## src/rtl/nbk_pkg.sv

```systemverilog
package nbk_pkg;

    localparam int WIN_OFS_W = 18;
    localparam int CMD_BIT   = 15;
    localparam int ADR_BIT   = 16;
    localparam int CTRL_OFS  = 'h50;

    typedef enum logic [1:0] {
        CYC_DATA = 2'd0,
        CYC_CMD  = 2'd1,
        CYC_ADDR = 2'd2
    } cyc_kind_t;

    typedef enum logic [2:0] {
        SQ_IDLE   = 3'd0,
        SQ_WAIT   = 3'd1,
        SQ_STROBE = 3'd2,
        SQ_HOLD   = 3'd3,
        SQ_DONE   = 3'd4
    } sq_state_t;

    typedef struct packed {
        logic      is_win;
        logic      hit_ctrl;
        logic      bank_on;
        cyc_kind_t kind;
    } acc_t;

    function automatic cyc_kind_t kind_of(input logic [WIN_OFS_W-1:0] ofs);
        if (ofs[ADR_BIT])
            return CYC_ADDR;
        else if (ofs[CMD_BIT])
            return CYC_CMD;
        else
            return CYC_DATA;
    endfunction

endpackage

```

## src/rtl/nbk_ctrl_reg.sv

```systemverilog
module nbk_ctrl_reg #(
    parameter int NUM_BANKS = 4,
    localparam int CTRL_W = 2 * NUM_BANKS
) (
    input  logic                 clk,
    input  logic                 rst,
    input  logic                 wr,
    input  logic [CTRL_W-1:0]    wdata,
    output logic [CTRL_W-1:0]    ctrl_q,
    output logic [NUM_BANKS-1:0] bank_en,
    output logic [NUM_BANKS-1:0] ce_n,
    output logic [NUM_BANKS-1:0] ce_oe
);

    always_ff @(posedge clk) begin
        if (rst)
            ctrl_q <= '0;
        else if (wr)
            ctrl_q <= wdata;
    end

    for (genvar b = 0; b < NUM_BANKS; b++) begin : g_bank
        logic en_b, as_b;
        assign en_b       = ctrl_q[2*b];
        assign as_b       = ctrl_q[2*b+1];
        assign bank_en[b] = en_b;
        assign ce_oe[b]   = en_b;
        assign ce_n[b]    = ~(en_b & as_b);
    end

    p_wr_loads_r2: assert property (@(posedge clk) disable iff (rst)
        wr |=> ctrl_q == $past(wdata));

    p_zero_releases_r6: assert property (@(posedge clk) disable iff (rst)
        (wr && wdata == '0) |=> (ce_oe == '0 && &ce_n));

endmodule

```

## src/rtl/nbk_addr_decode.sv

```systemverilog
module nbk_addr_decode
    import nbk_pkg::*;
#(
    parameter int NUM_BANKS = 4,
    localparam int BANK_W = (NUM_BANKS > 1) ? $clog2(NUM_BANKS) : 1,
    localparam int ADDR_W = 1 + BANK_W + WIN_OFS_W
) (
    input  logic [ADDR_W-1:0]    addr,
    input  logic [NUM_BANKS-1:0] bank_en,
    output acc_t                 acc
);

    logic [BANK_W-1:0]    bank_idx;
    logic [WIN_OFS_W-1:0] win_ofs;
    logic                 on;

    assign bank_idx = addr[WIN_OFS_W +: BANK_W];
    assign win_ofs  = addr[WIN_OFS_W-1:0];

    always_comb begin
        on = 1'b0;
        for (int b = 0; b < NUM_BANKS; b++)
            if (bank_idx == BANK_W'(b) && bank_en[b])
                on = 1'b1;
    end

    always_comb begin
        acc.is_win   = addr[ADDR_W-1];
        acc.hit_ctrl = !addr[ADDR_W-1] && (addr[ADDR_W-2:0] == (ADDR_W-1)'(CTRL_OFS));
        acc.bank_on  = addr[ADDR_W-1] && on;
        acc.kind     = kind_of(win_ofs);
    end

endmodule

```

## src/rtl/nbk_seq.sv

```systemverilog
module nbk_seq
    import nbk_pkg::*;
#(
    parameter int STROBE_CYC = 2,
    parameter int HOLD_CYC   = 1,
    parameter int BUS_W      = 32,
    localparam int CNT_MAX   = (STROBE_CYC > HOLD_CYC) ? STROBE_CYC : HOLD_CYC,
    localparam int CNT_W     = $clog2(CNT_MAX + 1)
) (
    input  logic             clk,
    input  logic             rst,
    input  logic             req,
    input  logic             we,
    input  acc_t             acc,
    input  logic [7:0]       wbyte,
    input  logic [BUS_W-1:0] reg_rdval,
    input  logic             rdy,
    input  logic [7:0]       dq_i,
    output logic             reg_wr,
    output logic [BUS_W-1:0] rdata,
    output logic             ack,
    output logic             we_n,
    output logic             re_n,
    output logic             cle,
    output logic             ale,
    output logic [7:0]       dq_o,
    output logic             dq_oe
);

    sq_state_t  state;
    cyc_kind_t  kind_q;
    logic       wr_q;
    logic [CNT_W-1:0] cnt;
    logic       active;

    always_ff @(posedge clk) begin
        if (rst) begin
            state  <= SQ_IDLE;
            kind_q <= CYC_DATA;
            wr_q   <= 1'b0;
            cnt    <= '0;
            rdata  <= '0;
            dq_o   <= '0;
        end else begin
            case (state)
                SQ_IDLE: begin
                    if (req) begin
                        if (acc.is_win && acc.bank_on) begin
                            state  <= SQ_WAIT;
                            kind_q <= acc.kind;
                            wr_q   <= we;
                            dq_o   <= wbyte;
                            rdata  <= '0;
                        end else begin
                            state <= SQ_DONE;
                            rdata <= (!we && !acc.is_win) ? reg_rdval : '0;
                        end
                    end
                end
                SQ_WAIT: begin
                    if (rdy) begin
                        state <= SQ_STROBE;
                        cnt   <= CNT_W'(STROBE_CYC - 1);
                    end
                end
                SQ_STROBE: begin
                    if (cnt == '0) begin
                        state <= SQ_HOLD;
                        cnt   <= CNT_W'(HOLD_CYC - 1);
                        if (!wr_q)
                            rdata <= BUS_W'(dq_i);
                    end else begin
                        cnt <= cnt - 1'b1;
                    end
                end
                SQ_HOLD: begin
                    if (cnt == '0)
                        state <= SQ_DONE;
                    else
                        cnt <= cnt - 1'b1;
                end
                SQ_DONE: state <= SQ_IDLE;
                default: state <= SQ_IDLE;
            endcase
        end
    end

    assign reg_wr = (state == SQ_IDLE) && req && we && acc.hit_ctrl;
    assign ack    = (state == SQ_DONE);
    assign active = (state == SQ_STROBE) || (state == SQ_HOLD);
    assign we_n   = !((state == SQ_STROBE) && wr_q);
    assign re_n   = !((state == SQ_STROBE) && !wr_q);
    assign cle    = active && (kind_q == CYC_CMD);
    assign ale    = active && (kind_q == CYC_ADDR);
    assign dq_oe  = active && wr_q;

    // Low-run counter for the strobe-length check
    logic       strobe_n;
    logic [7:0] low_run;
    assign strobe_n = we_n & re_n;
    always_ff @(posedge clk) begin
        if (rst)
            low_run <= '0;
        else if (!strobe_n)
            low_run <= low_run + 1'b1;
        else
            low_run <= '0;
    end

    p_strobe_len_r10: assert property (@(posedge clk) disable iff (rst)
        $rose(strobe_n) |-> low_run == 8'(STROBE_CYC));

    p_strobe_excl_r10: assert property (@(posedge clk) disable iff (rst)
        !(!we_n && !re_n));

    p_ack_single_r10: assert property (@(posedge clk) disable iff (rst)
        ack |=> !ack);

    p_cle_ale_excl_r8: assert property (@(posedge clk) disable iff (rst)
        !(cle && ale));

    p_write_drives_r7: assert property (@(posedge clk) disable iff (rst)
        !we_n |-> dq_oe);

    p_wait_ready_r12: assert property (@(posedge clk) disable iff (rst)
        (state == SQ_WAIT && !rdy) |=> (state == SQ_WAIT && strobe_n));

endmodule

```

## src/rtl/nbk_top.sv

```systemverilog
module nbk_top
    import nbk_pkg::*;
#(
    parameter int NUM_BANKS  = 4,
    parameter int STROBE_CYC = 2,
    parameter int HOLD_CYC   = 1,
    parameter int BUS_W      = 32,
    localparam int BANK_W = (NUM_BANKS > 1) ? $clog2(NUM_BANKS) : 1,
    localparam int ADDR_W = 1 + BANK_W + WIN_OFS_W,
    localparam int CTRL_W = 2 * NUM_BANKS
) (
    input  logic                 clk,
    input  logic                 rst,
    input  logic                 cpu_req,
    input  logic                 cpu_we,
    input  logic [ADDR_W-1:0]    cpu_addr,
    input  logic [BUS_W-1:0]     cpu_wdata,
    output logic [BUS_W-1:0]     cpu_rdata,
    output logic                 cpu_ack,
    output logic [NUM_BANKS-1:0] nand_ce_n,
    output logic [NUM_BANKS-1:0] nand_ce_oe,
    output logic                 nand_cle,
    output logic                 nand_ale,
    output logic                 nand_we_n,
    output logic                 nand_re_n,
    output logic [7:0]           nand_dq_o,
    output logic                 nand_dq_oe,
    input  logic [7:0]           nand_dq_i,
    input  logic                 nand_rdy
);

    logic [CTRL_W-1:0]    ctrl_q;
    logic [NUM_BANKS-1:0] bank_en;
    logic                 reg_wr;
    logic [BUS_W-1:0]     reg_rdval;
    acc_t                 acc;
    logic                 unused_wdata;

    assign unused_wdata = ^cpu_wdata;

    nbk_ctrl_reg #(.NUM_BANKS(NUM_BANKS)) u_ctrl (
        .clk     (clk),
        .rst     (rst),
        .wr      (reg_wr),
        .wdata   (cpu_wdata[CTRL_W-1:0]),
        .ctrl_q  (ctrl_q),
        .bank_en (bank_en),
        .ce_n    (nand_ce_n),
        .ce_oe   (nand_ce_oe)
    );

    nbk_addr_decode #(.NUM_BANKS(NUM_BANKS)) u_dec (
        .addr    (cpu_addr),
        .bank_en (bank_en),
        .acc     (acc)
    );

    assign reg_rdval = acc.hit_ctrl ? BUS_W'(ctrl_q) : '0;

    nbk_seq #(
        .STROBE_CYC (STROBE_CYC),
        .HOLD_CYC   (HOLD_CYC),
        .BUS_W      (BUS_W)
    ) u_seq (
        .clk       (clk),
        .rst       (rst),
        .req       (cpu_req),
        .we        (cpu_we),
        .acc       (acc),
        .wbyte     (cpu_wdata[7:0]),
        .reg_rdval (reg_rdval),
        .rdy       (nand_rdy),
        .dq_i      (nand_dq_i),
        .reg_wr    (reg_wr),
        .rdata     (cpu_rdata),
        .ack       (cpu_ack),
        .we_n      (nand_we_n),
        .re_n      (nand_re_n),
        .cle       (nand_cle),
        .ale       (nand_ale),
        .dq_o      (nand_dq_o),
        .dq_oe     (nand_dq_oe)
    );

endmodule

```

## config.mk

```make
export PLATFORM = sky130hd
export DESIGN_NAME = nbk_top
export DESIGN_NICKNAME = d
export VERILOG_FILES = /design/src/rtl/nbk_pkg.sv /design/src/rtl/nbk_ctrl_reg.sv /design/src/rtl/nbk_addr_decode.sv /design/src/rtl/nbk_seq.sv /design/src/rtl/nbk_top.sv
export SDC_FILE = /design/constraint.sdc
export NUM_CORES = 1
export LEC_CHECK = 0
export ABC_AREA = 1
export BUFFER_PORTS_ARGS = -buffer_cell sky130_fd_sc_hd__buf_2
export CORE_MARGIN = 2
export CORE_UTILIZATION = 49
export CTS_BUF_LIST = sky130_fd_sc_hd__clkbuf_4 sky130_fd_sc_hd__clkbuf_8
export DETAILED_ROUTE_END_ITERATION = 7
export PLACE_DENSITY = 0.94
export SYNTH_ARGS = -nofsm -noshare
export SYNTH_HDL_FRONTEND = slang
export SYNTH_SLANG_ARGS = --single-unit
```

## constraint.sdc

```tcl
create_clock -name clk -period 2.6 [get_ports clk]
set_clock_uncertainty 0.05 [all_clocks]
set_input_delay 0.78 -clock clk [delete_from_list [all_inputs] [get_ports clk]]
set_output_delay 0.78 -clock clk [all_outputs]
set_load 0.02 [all_outputs]
```

==> results of run 1 <==
through the flow:
| step | instances | hold slack (ns) | util |
|---|---|---|---|
| after floorplan | 357 | 0.398 | - |
| after global placement | 443 | 0.411 | 0.577 |
| after detailed placement | 443 | 0.413 | 0.577 |
| after CTS | 451 | 0.427 | 0.605 |
| after global routing | 451 | 0.446 | 0.605 |
| final | 451 | 0.427 | 0.605 |
layout make-up:
type | count | area (um2) | share of cell area
Timing Repair Buffer | 71 | 355 | 0.145
Multi-Input combinational cell | 239 | 1090 | 0.445
Sequential cell | 32 | 641 | 0.261
Clock buffer | 6 | 76.3 | 0.0311
Inverter | 51 | 191 | 0.0780
Tap cell | 50 | 62.6 | 0.0255
Clock inverter | 2 | 35.0 | 0.0143
worst max path at each step:
| stage | from | endpoint | slack, ns |
|---|---|---|---|
| after global routing | u_seq.state[0]$_SDFFE_PP0P_ | nand_cle | 0.16 |
| final | u_seq.state[0]$_SDFFE_PP0P_ | nand_cle | 0.30 |
| after global placement | cpu_addr[19] | u_seq.dq_o[7]$_SDFFE_PP0P_ | 0.61 |
| after CTS | u_seq.state[0]$_SDFFE_PP0P_ | nand_cle | 0.30 |
| after floorplan | u_seq.state[0]$_SDFFE_PP0P_ | nand_cle | 0.57 |
| after detailed placement | cpu_addr[19] | u_seq.dq_o[7]$_SDFFE_PP0P_ | 0.54 |
where the power goes:
part,switching (mW),internal [mW],leakage [nW],total (mW)
logic,0.213,0.104,1.07,0.317
clock network,0.182,0.294,0.0586,0.477
registers,0.0196,0.524,0.260,0.544
total,0.415,0.922,1.39,1.34
tightest hold or removal path, cell delays in order, from the launching register on:
cell	delay, ns
dfxtp_1	0.32
nand2_1	0.07
a21oi_2	0.05
flip-flops by register name (all words and copies together) (netlist names):
register	flops
u_seq.wr_q	1
u_ctrl.ctrl_q	8
u_seq.rdata	8
u_seq.state	3
u_seq.dq_o	8
u_seq.cnt	2
u_seq.kind_q	2
routing by layer:
| metal | global-route usage | vias up | routed length [um] |
|---|---|---|---|
| met2 | 0.351 | 92 | 2310 |
| met4 | 0.0763 | 0 | 82 |
| met5 | 0 | - | 0 |
| met1 | 0.242 | 900 | 2010 |
| met3 | 0.0509 | 6 | 464 |
| li1 | - | 1092 | - |
cell usage in the layout, fill, tap and decap left out, types with 3 or more instances in the layout:
cell type | synthesis | layout
a21oi_1 | 10 | 10
buf_2 | 2 | 71
clkbuf_8 | 0 | 5
conb_1 | 1 | 24
dfxtp_1 | 32 | 32
ha_1 | 3 | 3
inv_1 | 45 | 45
inv_2 | 6 | 6
nand2_1 | 77 | 77
nand2_2 | 6 | 6
nand3_1 | 23 | 23
nand3_2 | 3 | 3
nand4_1 | 3 | 3
nor2_1 | 66 | 66
nor2_4 | 3 | 3
o21ai_1 | 8 | 8
kinds of logic after synthesis:
| family | share of synthesized area |
|---|---|
| and+or+nand+nor | 0.394 |
| AOI/OAI and AO/OA | 0.0635 |
| adders and majority gates | 0.0178 |
| buffers and inverters | 0.219 |
| DFF | 0.304 |
| other | 0.00178 |
==> reports/metrics.csv, run 1 <==
stage,metric,value,unit
status,run status,"finished, final reports clean",
synthesis,count of different cell masters after synthesis,26,
final_layout,area growth from synthesis to layout,16.4,%
placed_design,placed wire-length estimate,3840,um
critical_path,Critical R2R Launch,u_ctrl.ctrl_q[4]$_SDFFE_PP0P_,
critical_path,path length in cells of the critical path,7,
synthesis,yosys warns,0,
critical_path,largest driver fanout on the critical path,4,
clock_network,total clock buffers created by CTS,5,
clock_network,Post CTS Setup Buffer Count,0,
timing,fmax,435,MHz
synthesis,async set or reset register ratio after synthesis,0,
synthesis,Most used DFF post-synth,dfxtp_1,
timing,headroom to the max-slew limit,0.635,
clock_network,hold-fix buffer count after cts,0,
job,number of max-cap violations,0,
critical_path,reg2reg setup slack,0.96,ns
floorplan,initial standard-cell utilization of the core,0.519,
critical_path,worst reg2reg path endpoint,u_seq.dq_o[7]$_SDFFE_PP0P_,
clock_network,Sink Count,32,
routing,Total Routed Length,4870,um
final_layout,total non-filler cell area in the finished layout,2450,um2
synthesis,synthesized instance count,334,
critical_path,class of the most critical setup path,reg2out,
routing,1st-pass router iterations,4,
critical_path,ordered cell list for the critical path,"inv_2, nor2_1, nand2_1, nand2_1, inv_1, nor3_1, buf_2",
routing,routed len/inst,10.8,um
critical_path,cell seen most often among critical-path stages,nand2_1,
placed_design,area after detailed placement,2340,um2
critical_path,startpoint class of the critical path,register,
worst_hold_path,class of the tightest hold or removal check,reg2reg,
synthesis,cell type contributing the most total cell area after synthesis,dfxtp_1,
power,Static Leakage,1.39,nW
timing,setup repair after global routing missed its margin,no,
placed_design,Final Wtd Congestion,0.887,
timing,Setup Viol. Count Final,0,
final_layout,number of inserted filler cells in the final layout,380,
critical_path,highest-delay cell along the critical path,dfxtp_1,
placed_design,I/O Buffers,71,
power,"Power, Total",1.34,mW
floorplan,DIE HEIGHT,69.6,um
clock_network,number of cells upsized or downsized after cts,0,
critical_path,Critical Path Sink Type,output pin,
timing,post-layout minimum cycle time,2.30,ns
global_route,initial antenna violation count,0,
synthesis,leading post-synthesis cells by cell area,"dfxtp_1 (30%), nand2_1 (14%), nor2_1 (12%)",
synthesis,netlist area before placement,2110,um2
global_route,first-pass GRT wire length,7960,um
global_route,GR Overflow Total,0,
critical_path,largest incremental delay on the critical path,0.35,ns
synthesis,proportion of synthesized chip area in sequential cells,0.304,
timing,final worst path period share,0.885,
floorplan,Core Footprint,4060,um2
clock_network,H-tree lvl count,2,
worst_hold_path,destination of the worst hold path,u_seq.kind_q[0]$_SDFFE_PP0P_,
clock_network,insertion delay of the later-clocked pin in the worst-skew pair,0.28,ns
floorplan,number of standard-cell rows in the floorplan,23,
synthesis,post-synthesis average cell area,6.31,um2
floorplan,Ports,120,
final_layout,count of nets after finishing,469,
critical_path,required time of the worst setup path,1.77,ns
critical_path,count of buffer and inverter cells on the critical path,3,
clock_network,clock transition at the registers of the reported paths,0.07,ns
power,pwr dens,545,nW/um2
timing,pin slew with the least headroom to its limit,0.547,ns
worst_hold_path,start point of the worst min-delay path,u_seq.kind_q[0]$_SDFFE_PP0P_,
worst_hold_path,Hold Path Depth,2,
synthesis,Post-synth EDFFs,0,
synthesis,area share of the leading cell type in the synthesized netlist,0.304,
routing,1st-iter DRT viols,93,
floorplan,Die Outline Area,4840,um2
final_layout,Antenna Cells,0,
final_layout,share of post-route cells with drive strength above 1,0.257,
floorplan,width of the chip,69.6,um
global_route,overall global routing resource usage,0.203,
synthesis,most frequent cell after synthesis,nand2_1,
timing,sum of negative setup slack,0,ns
timing,pins over their slew limit,0,
synthesis,flip-flop and latch count after synthesis,32,
power,peak supply drop,0.382,mV
routing,vias post-DR,2090,
timing,endpoints failing hold,0,
routing,residual DRC count,0,
timing,Final WS setup,0.300,ns
placed_design,Setup WS pre-CTS,0.541,ns
global_route,maximum number of pins on one net before global-route repair,22,
critical_path,depth of the worst register-to-register path,8,
critical_path,"Largest delay share family, worst path",simple AND/OR/NAND/NOR gates,
clock_network,clock buffer depth,2,
synthesis,top cells by instance count after synthesis,"nand2_1 (77), nor2_1 (66), inv_1 (45)",
critical_path,arrival time at the worst endpoint,1.47,ns
routing,post-route antenna net violation count,0,
clock_network,buffer cell driving the clock tree root,clkbuf_8,
routing,ratio of routed vias to standard cells,4.63,
global_route,vias in the first global route,1884,
clock_network,CTS tree,yes,
Note: power is estimated with default switching activity, not from simulation.
==> inputs of run 2 (changes only) <==
--- a/config.mk
+++ b/config.mk
@@ -6,12 +6,12 @@
 export NUM_CORES = 1
 export LEC_CHECK = 0
 export ABC_AREA = 1
-export BUFFER_PORTS_ARGS = -buffer_cell sky130_fd_sc_hd__buf_2
 export CORE_MARGIN = 2
-export CORE_UTILIZATION = 49
+export CORE_UTILIZATION = 59
 export CTS_BUF_LIST = sky130_fd_sc_hd__clkbuf_4 sky130_fd_sc_hd__clkbuf_8
 export DETAILED_ROUTE_END_ITERATION = 7
-export PLACE_DENSITY = 0.94
+export DONT_BUFFER_PORTS = 1
+export PLACE_DENSITY = 0.84
 export SYNTH_ARGS = -nofsm -noshare
 export SYNTH_HDL_FRONTEND = slang
 export SYNTH_SLANG_ARGS = --single-unit
==> constraint.sdc (replaced) <==
create_clock -name clk -period 2.1 [get_ports clk]
set_clock_uncertainty 0.05 [all_clocks]
set_input_delay 0.63 -clock clk [delete_from_list [all_inputs] [get_ports clk]]
set_output_delay 0.63 -clock clk [all_outputs]
set_load 0.02 [all_outputs]
==> run 2 against run 1 <==
  * Global-route usage rose by 2.3 points
  * Sequential cell count did not move
  * Setup slack got worse by 0.26 ns
  * Largest cell class unchanged
==> reports/metrics.csv, run 2 (synthesis results as in run 1) <==
stage,metric,value,unit,change
final_layout,total non-filler cell area in the finished layout,2150,um2,was 2450 um2
final_layout,share of post-route cells with drive strength above 1,0.149,,was 0.257
clock_network,buffer cell driving the clock tree root,clkbuf_4,,was clkbuf_8
routing,Total Routed Length,4520,um,was 4870 um
global_route,overall global routing resource usage,0.226,,was 0.203
timing,final worst path period share,0.982,,
power,Clk network pwr share,0.284,,was 0.357
critical_path,required time of the worst setup path,1.42,ns,was 1.77 ns
floorplan,Die Outline Area,4070,um2,was 4840 um2
placed_design,placed wire-length estimate,3380,um,was 3840 um
power,net switching power of the design,0.471,mW,was 0.415 mW
clock_network,H-tree lvl count,2,,unchanged
job,number of max-cap violations,0,,unchanged
power,power share of the combinational group,0.199,,was 0.237
routing,routed len/inst,11.8,um,was 10.8 um
routing,ratio of routed vias to standard cells,4.94,,was 4.63
floorplan,initial standard-cell utilization of the core,0.622,,was 0.519
power,part of the total power dissipated in sequential elements,0.517,,was 0.406
critical_path,count of buffer and inverter cells on the critical path,3,,unchanged
global_route,vias in the first global route,1667,,was 1884
critical_path,reg2reg setup slack,0.51,ns,was 0.96 ns
final_layout,area growth from synthesis to layout,2.02,%,was 16.4%
floorplan,number of standard-cell rows in the floorplan,21,,was 23
timing,setup repair after global routing missed its margin,yes,,was no
power,Static Leakage,1.12,nW,was 1.39 nW
routing,1st-pass router iterations,5,,was 4
status,run status,"finished, final reports clean",,unchanged
power,peak supply drop,0.393,mV,was 0.382 mV
critical_path,ordered cell list for the critical path,"inv_4, nand3_4, nand2_4, inv_2, nor3_2, buf_4",,"was inv_2, nor2_1, nand2_1, nand2_1, inv_1, nor3_1, buf_2"
placed_design,Final Wtd Congestion,0.764,,was 0.887
clock_network,Sink Count,32,,unchanged
critical_path,class of the most critical setup path,reg2out,,unchanged
timing,post-layout minimum cycle time,2.06,ns,
placed_design,area after detailed placement,2020,um2,was 2340 um2
timing,pin slew with the least headroom to its limit,0.542,ns,was 0.547 ns
critical_path,startpoint class of the critical path,register,,unchanged
critical_path,largest driver fanout on the critical path,4,,unchanged
routing,vias post-DR,1886,,was 2090
timing,sum of negative setup slack,0,ns,unchanged
clock_network,total clock buffers created by CTS,5,,unchanged
routing,1st-iter DRT viols,102,,was 93
final_layout,"commonest cells after routing, fill and taps aside","nand2_1 (73), nor2_1 (63), inv_1 (44)",,"was nand2_1 (77), buf_2 (71), nor2_1 (66)"
critical_path,largest incremental delay on the critical path,0.38,ns,was 0.35 ns
clock_network,insertion delay of the later-clocked pin in the worst-skew pair,0.34,ns,was 0.28 ns
floorplan,DIE HEIGHT,63.8,um,was 69.6 um
global_route,first-pass GRT wire length,7190,um,was 7960 um
worst_hold_path,class of the tightest hold or removal check,in2reg,,was reg2reg
critical_path,highest-delay cell along the critical path,dfxtp_2,,was dfxtp_1
power,pwr dens,649,nW/um2,was 545 nW/um2
critical_path,Critical Path Sink Type,output pin,,unchanged
final_layout,final core utilization,0.634,,was 0.605
timing,pins over their slew limit,0,,unchanged
clock_network,clock buffer depth,2,,unchanged
power,total internal power,0.924,mW,was 0.922 mW
final_layout,Largest regs,"u_ctrl.ctrl_q (8), u_seq.dq_o (8), u_seq.rdata (8)",,unchanged
power,Switching Share,0.338,,was 0.310
critical_path,"Largest delay share family, worst path",flip-flops,,was simple AND/OR/NAND/NOR gates
final_layout,number of inserted filler cells in the final layout,315,,was 380
final_layout,Antenna Cells,0,,unchanged
global_route,maximum number of pins on one net before global-route repair,22,,unchanged
routing,residual DRC count,0,,unchanged
clock_network,clock transition at the registers of the reported paths,0.09,ns,was 0.07 ns
floorplan,Core Footprint,3390,um2,was 4060 um2
floorplan,width of the chip,63.8,um,was 69.6 um
timing,Setup Viol. Count Final,0,,unchanged
final_layout,"most common cell after layout, fill and taps aside",nand2_1,,unchanged
global_route,initial antenna violation count,0,,unchanged
final_layout,count of nets after finishing,404,,was 469
global_route,GR Overflow Total,0,,unchanged
clock_network,CTS tree,yes,,unchanged
routing,post-route antenna net violation count,0,,unchanged
floorplan,Ports,120,,unchanged
placed_design,I/O Buffers,0,,was 71
critical_path,arrival time at the worst endpoint,1.38,ns,was 1.47 ns
timing,headroom to the max-slew limit,0.638,,was 0.635
timing,fmax,485,MHz,
timing,endpoints failing hold,0,,unchanged
power,"Power, Total",1.40,mW,was 1.34 mW
run 2: layout make-up:
cell class	instances	area, um2	area share
Timing Repair Buffer	6	45.0	0.0210
Sequential cell	32	644	0.300
Tap cell	46	57.6	0.0268
Inverter	51	199	0.0925
Clock buffer	8	66.3	0.0308
Multi-Input combinational cell	239	1140	0.529
run 2: timing repair:
| action | 4_1_cts | 5_1_grt |
|---|---|---|
| hold endpoints to repair | 0 | 0 |
| setup endpoints to repair | 5 | 5 |
| hold buffers | 0 | 0 |
| pin swaps | 0 | 1 |
| resized for setup | 7 | 13 |
| setup buffers | 0 | 1 |
run 2: through the flow:
| step | hold WS, ns | std cells | setup slack, ns |
|---|---|---|---|
| after floorplan | 0.398 | 357 | 0.224 |
| after global placement | 0.403 | 373 | 0.299 |
| after detailed placement | 0.415 | 373 | 0.247 |
| after CTS | 0.287 | 381 | -0.0403 |
| after global routing | 0.270 | 382 | -0.0494 |
| final | 0.292 | 382 | 0.0379 |
run 2: power groups by stage:
stage / Combinational (mW) / Sequential, mW / Clock (mW)
global placement: 0.258 / 0.729 / 0
CTS: 0.267 / 0.719 / 0.401
detailed placement: 0.264 / 0.732 / 0
floorplan: 0.273 / 0.724 / 0
global route: 0.315 / 0.728 / 0.431
finish: 0.277 / 0.722 / 0.396
run 2: worst paths after layout:
check             depth (start not counted)                    startpoint                           end
setup / recovery                          6   u_seq.state[2]$_SDFFE_PP0P_                      nand_cle
hold / removal                            1                           rst       u_seq.wr_q$_SDFFE_PP0P_
setup reg to reg                          7   u_seq.state[1]$_SDFFE_PP0P_    u_seq.dq_o[7]$_SDFFE_PP0P_
hold reg to reg                           2  u_seq.kind_q[0]$_SDFFE_PP0P_  u_seq.kind_q[0]$_SDFFE_PP0P_
run 2: routing by layer:
| metal | vias to the layer above | wire length (um) | track usage |
|---|---|---|---|
| met5 | - | 0 | 0 |
| met4 | 0 | 86 | 0.0815 |
| met3 | 9 | 493 | 0.0845 |
| met2 | 87 | 2130 | 0.376 |
| met1 | 823 | 1810 | 0.265 |
| li1 | 967 | - | - |
==> inputs of run 3 (changes only) <==
--- a/config.mk
+++ b/config.mk
@@ -12,6 +12,7 @@
 export DETAILED_ROUTE_END_ITERATION = 7
 export DONT_BUFFER_PORTS = 1
 export PLACE_DENSITY = 0.84
+export RECOVER_POWER = 100
 export SYNTH_ARGS = -nofsm -noshare
 export SYNTH_HDL_FRONTEND = slang
 export SYNTH_SLANG_ARGS = --single-unit
==> run 3 against run 2 <==
  * Critical endpoint unchanged
  * Sequential share of layout area is 0.21 points higher
  * Largest power group unchanged
  * Utilization is 0.44 points lower
  * Setup slack better by 0.0044 ns
  * Routed wire length hardly changed
  * Via count is 0.21% lower
  * Count of clock-buffer cells in the layout stayed put
  * Sequential power hardly changed
  * Critical path depth stayed put
  * Largest cell class unchanged
  * Combinational power hardly changed
==> reports/metrics.csv, run 3 (synthesis results as in run 1) <==
stage,metric,value,unit,change
floorplan,Die Outline Area,4070,um2,unchanged
timing,final worst path period share,0.980,,was 0.982
routing,routed len/inst,11.8,um,about the same
final_layout,area growth from synthesis to layout,1.31,%,was 2.02%
timing,Setup Viol. Count Final,0,,unchanged
placed_design,area after detailed placement,2020,um2,unchanged
timing,fmax,486,MHz,was 485 MHz
clock_network,Sink Count,32,,unchanged
routing,vias post-DR,1882,,was 1886
final_layout,final core utilization,0.630,,was 0.634
floorplan,width of the chip,63.8,um,unchanged
power,part of the total power dissipated in sequential elements,0.518,,was 0.517
floorplan,number of standard-cell rows in the floorplan,21,,unchanged
timing,endpoints failing hold,0,,unchanged
critical_path,"Largest delay share family, worst path",flip-flops,,unchanged
timing,headroom to the max-slew limit,0.560,,was 0.638
critical_path,class of the most critical setup path,reg2out,,unchanged
routing,1st-pass router iterations,5,,unchanged
global_route,GR Overflow Total,0,,unchanged
power,net switching power of the design,0.468,mW,was 0.471 mW
final_layout,count of nets after finishing,404,,unchanged
routing,1st-iter DRT viols,99,,was 102
clock_network,clock transition at the registers of the reported paths,0.09,ns,about the same
power,Clk network pwr share,0.283,,was 0.284
power,power share of the combinational group,0.198,,was 0.199
final_layout,number of inserted filler cells in the final layout,317,,was 315
power,Static Leakage,1.11,nW,was 1.12 nW
floorplan,Ports,120,,unchanged
routing,ratio of routed vias to standard cells,4.93,,was 4.94
global_route,overall global routing resource usage,0.226,,unchanged
critical_path,required time of the worst setup path,1.42,ns,about the same
critical_path,count of buffer and inverter cells on the critical path,3,,unchanged
final_layout,Antenna Cells,0,,unchanged
status,run status,"finished, final reports clean",,unchanged
critical_path,largest driver fanout on the critical path,4,,unchanged
floorplan,initial standard-cell utilization of the core,0.622,,unchanged
final_layout,"most common cell after layout, fill and taps aside",nand2_1,,unchanged
final_layout,area occupied by multi-input gates,1120,um2,was 1140 um2
floorplan,Core Footprint,3390,um2,unchanged
clock_network,CTS tree,yes,,unchanged
final_layout,total non-filler cell area in the finished layout,2130,um2,was 2150 um2
final_layout,Largest regs,"u_ctrl.ctrl_q (8), u_seq.dq_o (8), u_seq.rdata (8)",,unchanged
floorplan,DIE HEIGHT,63.8,um,unchanged
critical_path,largest incremental delay on the critical path,0.38,ns,about the same
clock_network,total clock buffers created by CTS,5,,unchanged
clock_network,H-tree lvl count,2,,unchanged
timing,pin slew with the least headroom to its limit,0.657,ns,was 0.542 ns
placed_design,placed wire-length estimate,3380,um,unchanged
clock_network,clock buffer depth,2,,unchanged
clock_network,insertion delay of the later-clocked pin in the worst-skew pair,0.33,ns,was 0.34 ns
placed_design,Final Wtd Congestion,0.764,,unchanged
routing,post-route antenna net violation count,0,,unchanged
final_layout,"commonest cells after routing, fill and taps aside","nand2_1 (73), nor2_1 (63), inv_1 (44)",,unchanged
worst_hold_path,class of the tightest hold or removal check,in2reg,,unchanged
final_layout,footprint of the flip-flops and latches,644,um2,unchanged
power,peak supply drop,0.391,mV,was 0.393 mV
global_route,maximum number of pins on one net before global-route repair,22,,unchanged
critical_path,highest-delay cell along the critical path,dfxtp_2,,unchanged
critical_path,Critical Path Sink Type,output pin,,unchanged
global_route,first-pass GRT wire length,7190,um,unchanged
clock_network,hold-fix buffer count after cts,0,,unchanged
final_layout,share of post-route cells with drive strength above 1,0.146,,was 0.149
routing,residual DRC count,0,,unchanged
global_route,vias in the first global route,1667,,unchanged
power,"Power, Total",1.39,mW,was 1.40 mW
critical_path,startpoint class of the critical path,register,,unchanged
power,total internal power,0.924,mW,about the same
power,pwr dens,652,nW/um2,was 649 nW/um2
timing,setup repair after global routing missed its margin,yes,,unchanged
clock_network,buffer cell driving the clock tree root,clkbuf_4,,unchanged
power,Switching Share,0.336,,was 0.338
routing,Total Routed Length,4520,um,about the same
job,number of max-cap violations,0,,unchanged
global_route,initial antenna violation count,0,,unchanged
critical_path,arrival time at the worst endpoint,1.38,ns,about the same
timing,post-layout minimum cycle time,2.06,ns,about the same
critical_path,ordered cell list for the critical path,"inv_4, nand3_4, nand2_4, inv_2, nor3_2, buf_4",,unchanged
placed_design,I/O Buffers,0,,unchanged
timing,pins over their slew limit,0,,unchanged
-- run 3: changes by cell type in the layout (fill, tap and decap cells not counted) --
cell / delta
nand4_1: +1
nand4_4: -1
-- run 3: layout make-up --
| cell class | count | area share |
|---|---|---|
| Multi-Input combinational cell | 239 | 0.526 |
| Sequential cell | 32 | 0.302 |
| Inverter | 51 | 0.0932 |
| Clock buffer | 8 | 0.0311 |
| Tap cell | 46 | 0.0270 |
| Timing Repair Buffer | 6 | 0.0211 |
-- run 3: routing by layer --
| layer | vias to the layer above | GRT usage | wire, um |
|---|---|---|---|
| li1 | 967 | - | - |
| met1 | 819 | 0.265 | 1820 |
| met2 | 88 | 0.376 | 2120 |
| met3 | 8 | 0.0845 | 496 |
| met4 | 0 | 0.0815 | 82 |
| met5 | - | 0 | 0 |
-- run 3: power groups by stage --
stage	logic (mW)	clock network (mW)	registers, mW
2_1_floorplan	0.273	0	0.724
3_3_place_gp	0.258	0	0.729
6_report	0.276	0.394	0.722
4_1_cts	0.267	0.401	0.719
3_5_place_dp	0.264	0	0.732
5_1_grt	0.314	0.431	0.728
-- run 3: metrics by stage --
| stage | setup slack, ns | TNS [ns] | cells | hold slack [ns] |
|---|---|---|---|---|
| floorplan | 0.224 | 0 | 357 | 0.398 |
| global placement | 0.299 | 0 | 373 | 0.403 |
| detailed placement | 0.247 | 0 | 373 | 0.415 |
| CTS | -0.0403 | -0.116 | 381 | 0.287 |
| global route | -0.0494 | -0.0494 | 382 | 0.270 |
| finish | 0.0424 | 0 | 382 | 0.296 |
-- run 3: worst paths after layout --
check                                     from                       endpoint  slack (ns)  cells past startpoint
hold reg to reg   u_seq.kind_q[0]$_SDFFE_PP0P_   u_seq.kind_q[0]$_SDFFE_PP0P_        0.43                      2
setup / recovery   u_seq.state[2]$_SDFFE_PP0P_                       nand_cle        0.04                      6
hold / removal                             rst        u_seq.wr_q$_SDFFE_PP0P_        0.30                      1
setup reg to reg   u_seq.state[1]$_SDFFE_PP0P_  u_ctrl.ctrl_q[2]$_SDFFE_PP0P_        0.39                      7
-- run 3: repair_timing --
item | in CTS | in global routing
gates resized for setup | 7 | 13
endpoints found under the setup margin | 5 | 5
endpoints found under the hold margin | 0 | 0
gates cloned | 0 | 0
pin swaps | 0 | 1
buffers inserted | 0 | 1
